==> config.mk <==
export PLATFORM = sky130hd
export DESIGN_NAME = uart_stat_unit
export DESIGN_NICKNAME = d
export VERILOG_FILES = /design/src/rtl/uart_stat_pkg.sv /design/src/rtl/uart_baud_div.sv /design/src/rtl/uart_rx_core.sv /design/src/rtl/uart_flag_regs.sv /design/src/rtl/uart_stat_unit.sv
export SDC_FILE = /design/constraint.sdc
export NUM_CORES = 1
export LEC_CHECK = 0
export BUFFER_PORTS_ARGS = -buffer_cell sky130_fd_sc_hd__buf_4
export CAP_MARGIN = 10
export CORE_MARGIN = 1.5
export CORE_UTILIZATION = 56
export CTS_BUF_LIST = sky130_fd_sc_hd__clkbuf_16
export DETAILED_ROUTE_END_ITERATION = 16
export PLACE_DENSITY = 0.76
export SYNTH_ARGS = -nofsm -noshare
export SYNTH_HDL_FRONTEND = slang
export SYNTH_SLANG_ARGS = --single-unit
export TNS_END_PERCENT = 10
==> constraint.sdc <==
create_clock -name clk_i -period 2.32 [get_ports clk_i]
set_input_delay 0.464 -clock clk_i [delete_from_list [all_inputs] [get_ports clk_i]]
set_output_delay 0.464 -clock clk_i [all_outputs]
set_load 0.05 [all_outputs]
==> src/rtl/uart_stat_pkg.sv <==
package uart_stat_pkg;
  localparam logic [1:0] MODE_PAR  = 2'd0;
  localparam logic [1:0] MODE_STOP = 2'd1;
  localparam int ST_PE   = 4;
  localparam int ST_ORE  = 3;
  localparam int ST_FRE  = 2;
  localparam int ST_RDRF = 1;
  localparam int ST_TDRE = 0;
  typedef enum logic [2:0] {
    RX_IDLE, RX_START, RX_DATA, RX_PAR, RX_STOP, RX_HOLD
  } rx_state_e;
endpackage

==> src/rtl/uart_baud_div.sv <==
module uart_baud_div #(
  parameter int DIV = 4
) (
  input  logic clk_i,
  input  logic rst_ni,
  output logic tick_o
);
  localparam int CW = (DIV > 1) ? $clog2(DIV) : 1;
  logic [CW-1:0] cnt_q;

  always_ff @(posedge clk_i or negedge rst_ni) begin
    if (!rst_ni) cnt_q <= '0;
    else if (cnt_q == CW'(DIV - 1)) cnt_q <= '0;
    else cnt_q <= cnt_q + 1'b1;
  end

  assign tick_o = (cnt_q == CW'(DIV - 1));
endmodule

==> src/rtl/uart_rx_core.sv <==
module uart_rx_core
  import uart_stat_pkg::*;
#(
  parameter int W   = 8,
  parameter int OSR = 16
) (
  input  logic         clk_i,
  input  logic         rst_ni,
  input  logic         tick_i,
  input  logic         rxd_i,
  input  logic [1:0]   mode_i,
  output logic         done_o,
  output logic [W-1:0] data_o,
  output logic         par_err_o,
  output logic         frm_err_o
);
  localparam int CW  = $clog2(OSR);
  localparam int MID = OSR / 2 - 1;
  localparam int BW  = (W > 1) ? $clog2(W) : 1;

  logic [1:0]    sync_q;
  logic          rx_s;
  rx_state_e     st_q;
  logic [CW-1:0] os_q;
  logic [BW-1:0] bit_q;
  logic [W-1:0]  sh_q;
  logic          par_q;

  always_ff @(posedge clk_i or negedge rst_ni) begin
    if (!rst_ni) sync_q <= 2'b11;
    else sync_q <= {sync_q[0], rxd_i};
  end
  assign rx_s = sync_q[1];

  always_ff @(posedge clk_i or negedge rst_ni) begin
    if (!rst_ni) begin
      st_q      <= RX_IDLE;
      os_q      <= '0;
      bit_q     <= '0;
      sh_q      <= '0;
      par_q     <= 1'b0;
      done_o    <= 1'b0;
      data_o    <= '0;
      par_err_o <= 1'b0;
      frm_err_o <= 1'b0;
    end else begin
      done_o <= 1'b0;
      unique case (st_q)
        RX_IDLE: if (!rx_s) begin
          st_q <= RX_START;
          os_q <= '0;
        end
        RX_START: if (tick_i) begin
          if (os_q == CW'(MID)) begin
            os_q  <= '0;
            bit_q <= '0;
            st_q  <= rx_s ? RX_IDLE : RX_DATA;
          end else os_q <= os_q + 1'b1;
        end
        RX_DATA: if (tick_i) begin
          if (os_q == CW'(OSR - 1)) begin
            os_q <= '0;
            sh_q <= {rx_s, sh_q[W-1:1]};
            if (bit_q == BW'(W - 1)) st_q <= (mode_i == MODE_PAR) ? RX_PAR : RX_STOP;
            else bit_q <= bit_q + 1'b1;
          end else os_q <= os_q + 1'b1;
        end
        RX_PAR: if (tick_i) begin
          if (os_q == CW'(OSR - 1)) begin
            os_q  <= '0;
            par_q <= rx_s;
            st_q  <= RX_STOP;
          end else os_q <= os_q + 1'b1;
        end
        RX_STOP: if (tick_i) begin
          if (os_q == CW'(OSR - 1)) begin
            os_q      <= '0;
            done_o    <= 1'b1;
            data_o    <= sh_q;
            par_err_o <= (mode_i == MODE_PAR) && ((^sh_q) ^ par_q);
            frm_err_o <= !mode_i[1] && !rx_s;
            st_q      <= rx_s ? RX_IDLE : RX_HOLD;
          end else os_q <= os_q + 1'b1;
        end
        RX_HOLD: if (rx_s) st_q <= RX_IDLE;
        default: st_q <= RX_IDLE;
      endcase
    end
  end

  p_start_reject_r8: assert property (@(posedge clk_i) disable iff (!rst_ni)
    (st_q == RX_START && tick_i && os_q == CW'(MID) && rx_s) |=> (st_q == RX_IDLE && !done_o));
  p_one_done_r2: assert property (@(posedge clk_i) disable iff (!rst_ni)
    done_o |=> !done_o);
endmodule

==> src/rtl/uart_flag_regs.sv <==
module uart_flag_regs
  import uart_stat_pkg::*;
#(
  parameter int W = 8
) (
  input  logic         clk_i,
  input  logic         rst_ni,
  input  logic [1:0]   mode_i,
  input  logic         done_i,
  input  logic [W-1:0] data_i,
  input  logic         par_err_i,
  input  logic         frm_err_i,
  input  logic         rx_rd_i,
  input  logic         ctrl_wr_i,
  input  logic         tx_wr_i,
  input  logic         tx_take_i,
  input  logic [W-1:0] wdata_i,
  output logic [W-1:0] rx_data_o,
  output logic [W-1:0] tx_data_o,
  output logic [4:0]   status_o
);
  logic pe_q, ore_q, fre_q, rdrf_q, tdre_q;
  logic err_clr;

  assign err_clr = ctrl_wr_i && !wdata_i[0];

  always_ff @(posedge clk_i or negedge rst_ni) begin
    if (!rst_ni) begin
      pe_q      <= 1'b0;
      ore_q     <= 1'b0;
      fre_q     <= 1'b0;
      rdrf_q    <= 1'b0;
      rx_data_o <= '0;
    end else begin
      pe_q  <= (pe_q  && !err_clr) || (done_i && par_err_i);
      fre_q <= (fre_q && !err_clr) || (done_i && frm_err_i);
      ore_q <= (ore_q && !err_clr) || (done_i && rdrf_q);
      if (done_i) begin
        rdrf_q <= 1'b1;
        if (!rdrf_q) rx_data_o <= data_i;
      end else if (rx_rd_i) rdrf_q <= 1'b0;
    end
  end

  always_ff @(posedge clk_i or negedge rst_ni) begin
    if (!rst_ni) begin
      tdre_q    <= 1'b1;
      tx_data_o <= '0;
    end else if (tx_wr_i) begin
      tdre_q    <= 1'b0;
      tx_data_o <= wdata_i;
    end else if (tx_take_i) tdre_q <= 1'b1;
  end

  always_comb begin
    status_o          = '0;
    status_o[ST_PE]   = pe_q;
    status_o[ST_ORE]  = ore_q;
    status_o[ST_FRE]  = fre_q;
    status_o[ST_RDRF] = rdrf_q;
    status_o[ST_TDRE] = tdre_q;
  end

  p_err_sticky_r3: assert property (@(posedge clk_i) disable iff (!rst_ni)
    ((pe_q || ore_q || fre_q) && !err_clr) |=> (status_o[ST_PE] >= $past(pe_q)
      && status_o[ST_ORE] >= $past(ore_q) && status_o[ST_FRE] >= $past(fre_q)));
  p_rdrf_clr_r4: assert property (@(posedge clk_i) disable iff (!rst_ni)
    (rx_rd_i && !done_i) |=> !rdrf_q);
  p_no_par_r5: assert property (@(posedge clk_i) disable iff (!rst_ni)
    (mode_i != MODE_PAR && !pe_q) |=> !pe_q);
  p_no_frm_r6: assert property (@(posedge clk_i) disable iff (!rst_ni)
    (mode_i[1] && !fre_q) |=> !fre_q);
  p_ovr_keep_r7: assert property (@(posedge clk_i) disable iff (!rst_ni)
    (done_i && rdrf_q) |=> (ore_q && $stable(rx_data_o)));
  p_tdre_wr_r9: assert property (@(posedge clk_i) disable iff (!rst_ni)
    tx_wr_i |=> (!tdre_q && tx_data_o == $past(wdata_i)));
endmodule

==> src/rtl/uart_stat_unit.sv <==
module uart_stat_unit
  import uart_stat_pkg::*;
#(
  parameter int W   = 8,
  parameter int OSR = 16,
  parameter int DIV = 4
) (
  input  logic         clk_i,
  input  logic         rst_ni,
  input  logic         rxd_i,
  input  logic [1:0]   mode_i,
  input  logic         rx_rd_i,
  input  logic         ctrl_wr_i,
  input  logic         tx_wr_i,
  input  logic         tx_take_i,
  input  logic [W-1:0] wdata_i,
  output logic [W-1:0] rx_data_o,
  output logic [W-1:0] tx_data_o,
  output logic [4:0]   status_o,
  output logic         rx_irq_o,
  output logic         tx_irq_o
);
  logic         tick;
  logic         done;
  logic [W-1:0] rx_byte;
  logic         par_err, frm_err;

  uart_baud_div #(.DIV(DIV)) u_div (
    .clk_i(clk_i), .rst_ni(rst_ni), .tick_o(tick)
  );

  uart_rx_core #(.W(W), .OSR(OSR)) u_rx (
    .clk_i(clk_i), .rst_ni(rst_ni), .tick_i(tick), .rxd_i(rxd_i),
    .mode_i(mode_i), .done_o(done), .data_o(rx_byte),
    .par_err_o(par_err), .frm_err_o(frm_err)
  );

  uart_flag_regs #(.W(W)) u_flags (
    .clk_i(clk_i), .rst_ni(rst_ni), .mode_i(mode_i), .done_i(done),
    .data_i(rx_byte), .par_err_i(par_err), .frm_err_i(frm_err),
    .rx_rd_i(rx_rd_i), .ctrl_wr_i(ctrl_wr_i), .tx_wr_i(tx_wr_i),
    .tx_take_i(tx_take_i), .wdata_i(wdata_i), .rx_data_o(rx_data_o),
    .tx_data_o(tx_data_o), .status_o(status_o)
  );

  assign rx_irq_o = |status_o[4:1];
  assign tx_irq_o = status_o[ST_TDRE];

  p_irq_rx_r10: assert property (@(posedge clk_i) disable iff (!rst_ni)
    (done && $past(rst_ni)) |=> rx_irq_o);
endmodule

==> results by group <==
Timing
  – Endpoints failing setup: 0
  – Max-slew violations: 0
  – WHS: 213.6 ps
  – Min Clock Period, post-route: approximately 2000 ps
  – Fraction of the cycle the final worst path needs: 86.84%
  – Worst Tran Pin Value: 656.7 ps
  – TNS Setup: 0 ps
  – Slew HR: 56.22%
  – Fin. Hold Viols: 0
  – Clk_skew: 6.160 ps
  – Fmax: 0.4964 GHz
  – RSZ-0062 raised after global routing: no

Synth
  – Post-synthesis sequential area ratio: 54.28%
  – Synth warnings: 0
  – Synth area leaders: dfrtp_1 51%, mux2_2 12%, nand2_1 4.1%, dfstp_2 3.1%, xnor2_1 2.1%
  – Most common cell in the synthesized netlist: dfrtp_1
  – Top FF cell, synth: dfrtp_1
  – Post-synth EDFFs: 0
  – FFs w/ async S/R, synth: 100.0%
  – Yosys top cell by area: dfrtp_1
  – Gate Count Post-Synth: 218
  – Syn Std Cell Area: around 2500 µm²
  – #FFs+latches synth: 55
  – Commonest cells post-synth: 52 x dfrtp_1, 28 x nand2_1, 27 x mux2_2
  – Syn_nets: 239
  – Synth top area share: 51.18%
  – Synthesized area per cell: 11.66 µm²
  – Post-synth cell types: 46

Worst hold path
  – Worst min path class: in -> async

Global route
  – GR Overflow Total: 0
  – Initial antenna violation count: 0
  – Vias in the first global route: 1618
  – First-pass GRT wire length: 7417 µm
  – Largest net degree at the start of global routing: 56
  – Gr usage total: 18.74%

Pwr
  – Leakage: between 1 and 1.5 nW
  – Peak VDD IR: about 490 µV
  – Overall power: 2.688 mW
  – Cell Pwr Density: 889.7 nW/µm²

Layout
  – Ratio of cells with drive above 1 in the final layout: 33.73%
  – P&R area growth vs syn: 18.85%
  – Ant diodes: 0
  – Final Net Count: 272
  – Finished Layout Cells: between 300 and 400
  – # fillers: between 300 and 400
  – Final Util: 69.40%

Worst setup path
  – Worst r2r path cells: 4
  – CP cell instances: or2_0 -> a32o_1 -> or4b_1 -> a32o_1
  – Critical Path RT: 2490 ps
  – Cell mode on critical path: a32o_1
  – Critical path class: reg -> reg
  – Crit. End Element: flop
  – Reg2reg end: u_rx.st_q[2]
  – Slowest-stage cell, CP: dfrtp_1
  – Max incr delay on CP: 560 ps
  – Critical Path Start Type: flop
  – Top delay family on crit path: simple AND/OR/NAND/NOR gates
  – Origin of the critical flop-to-flop path: u_rx.st_q[1]
  – CP Data Arrival Time: 2190 ps
  – FF-to-FF setup slack: 310 ps
  – Crit path buf inv count: 0
  – Max Fanout on Critical Path: 18

Clocking
  – H-Tree Depth: 2
  – Sink Count: 55
  – CTS buffer count: 5
  – CTS root buffer: clkbuf_16
  – Hold buffers post-CTS: 0
  – CTS tree: built
  – CTS resizes: 0
  – Worst-Skew Late Latency: 280 ps
  – Worst-path clk slew: 70 ps
  – Clock tree buffer depth: 2
  – Setup bufs post-CTS: 0

Placed design
  – Detailed Place HPWL: 3030 µm
  – Placed cells: approximately 300
  – Placer Congestion: between 0.8 and 0.9
  – Number of port buffers: 39

Drt
  – Final ANT Viol Nets: 0
  – Pre-antenna DRT Iters: 4
  – Vias: 1723
  – Initial DRC count: 118
  – Avg WL per Cell: 14.54 µm
  – Drt via density: 5.668
  – Routed WL: ~4400 µm
  – DRC viols: 0

Run
  – Max-cap violations: 0

Die
  – I/O pins: 40
  – Initial core utilization: ~58%
  – Die Height: about 70 µm
  – Die area: 4953 µm²
  – Die X: 70.38 µm
  – Total core area: between 4000 and 5000 µm²
  – Num rows: 24

Status
  – Outcome: complete, no violations
-- metal layers --
| layer | vias to the layer above | global-route usage, % | wire (µm) |
|---|---|---|---|
| met3 | 2 | 3.175 | 248 |
| met4 | 0 | 6.197 | 25 |
| met2 | 59 | 29.98 | 2167 |
| met1 | 827 | 26.05 | 1978 |
| met5 | - | 0 | 0 |
| li1 | 835 | - | - |
-- logic make-up (layout without fill, tap and decap cells) --
| logic type | after synthesis | after routing | synth area share (%) |
|---|---|---|---|
| simple gates | 72 | 72 | 14.62 |
| flops | 55 | 55 | 54.28 |
| compound gates | 33 | 33 | 10.09 |
| mux | 27 | 27 | 11.96 |
| buf+inv | 20 | 54 | 4.134 |
| xor+xnor | 7 | 7 | 2.953 |
| fa+ha+maj | 4 | 4 | 1.969 |
-- through the flow --
stage,setup WS [ps],instance area (µm²)
after floorplan,513.2,2542
after global placement,396.2,2833
after detailed placement,335.4,2833
after CTS,329.1,3022
after global routing,243.8,3022
final,305.3,3022
-- cell type report --
type / count / area (µm²) / share of cell area, %
flip-flops and latches: 55 / 1380 / 45.67
multi-input cells: 143 / 1057 / 34.99
repair buffers: 42 / 315.3 / 10.43
clock buffers: 5 / 125.1 / 4.141
well taps: 52 / 65.06 / 2.153
clock inverters: 3 / 63.81 / 2.112
inverters: 4 / 15.01 / 0.4969
-- placed cells by master (no fill, tap or decap), drive strengths merged, types with 3 or more instances in the layout --
master,Yosys,final
o41ai,3,3
nand2,28,28
a21oi,4,4
nor3,4,4
buf,9,42
and3,3,3
inv,3,4
nand2b,7,7
xnor2,6,6
dfrtp,52,52
dfstp,3,3
or3,6,6
nor2,10,10
clkbuf,7,5
mux2,27,27
nand3,3,3
o21ai,5,5
a22o,5,5
ha,4,4
-- state kept, by name, summed over array words and instances, names as in the netlist, 2 cells and up --
register           count
u_rx.sh_q              8
u_div.cnt_q            2
u_rx.os_q              4
u_rx.sync_q            2
u_flags.rx_data_o      8
u_rx.data_o            8
u_rx.bit_q             3
u_rx.st_q              3
u_flags.tx_data_o      8
-- where the power goes --
| group | leakage, nW | total [mW] | internal (mW) | switching (mW) |
|---|---|---|---|---|
| clock | 0.0952 | 0.925 | 0.614 | 0.311 |
| combinational | 0.678 | 0.568 | 0.286 | 0.281 |
| sequential | 0.706 | 1.20 | 1.06 | 0.140 |
| total | 1.48 | 2.69 | 1.96 | 0.733 |
-- how the worst max path moves through the flow --
stage,start,to,slack (ps),cells past startpoint
floorplan,u_rx.bit_q[0],u_rx.st_q[2],510,6
global placement,u_rx.st_q[1],u_rx.st_q[2],400,4
detailed placement,u_rx.st_q[1],u_rx.st_q[2],340,4
CTS,u_rx.st_q[1],u_rx.st_q[2],330,4
global route,u_rx.st_q[1],u_rx.st_q[2],240,4
finish,u_rx.st_q[1],u_rx.st_q[2],310,4
Note: power is estimated with default switching activity, not from simulation.
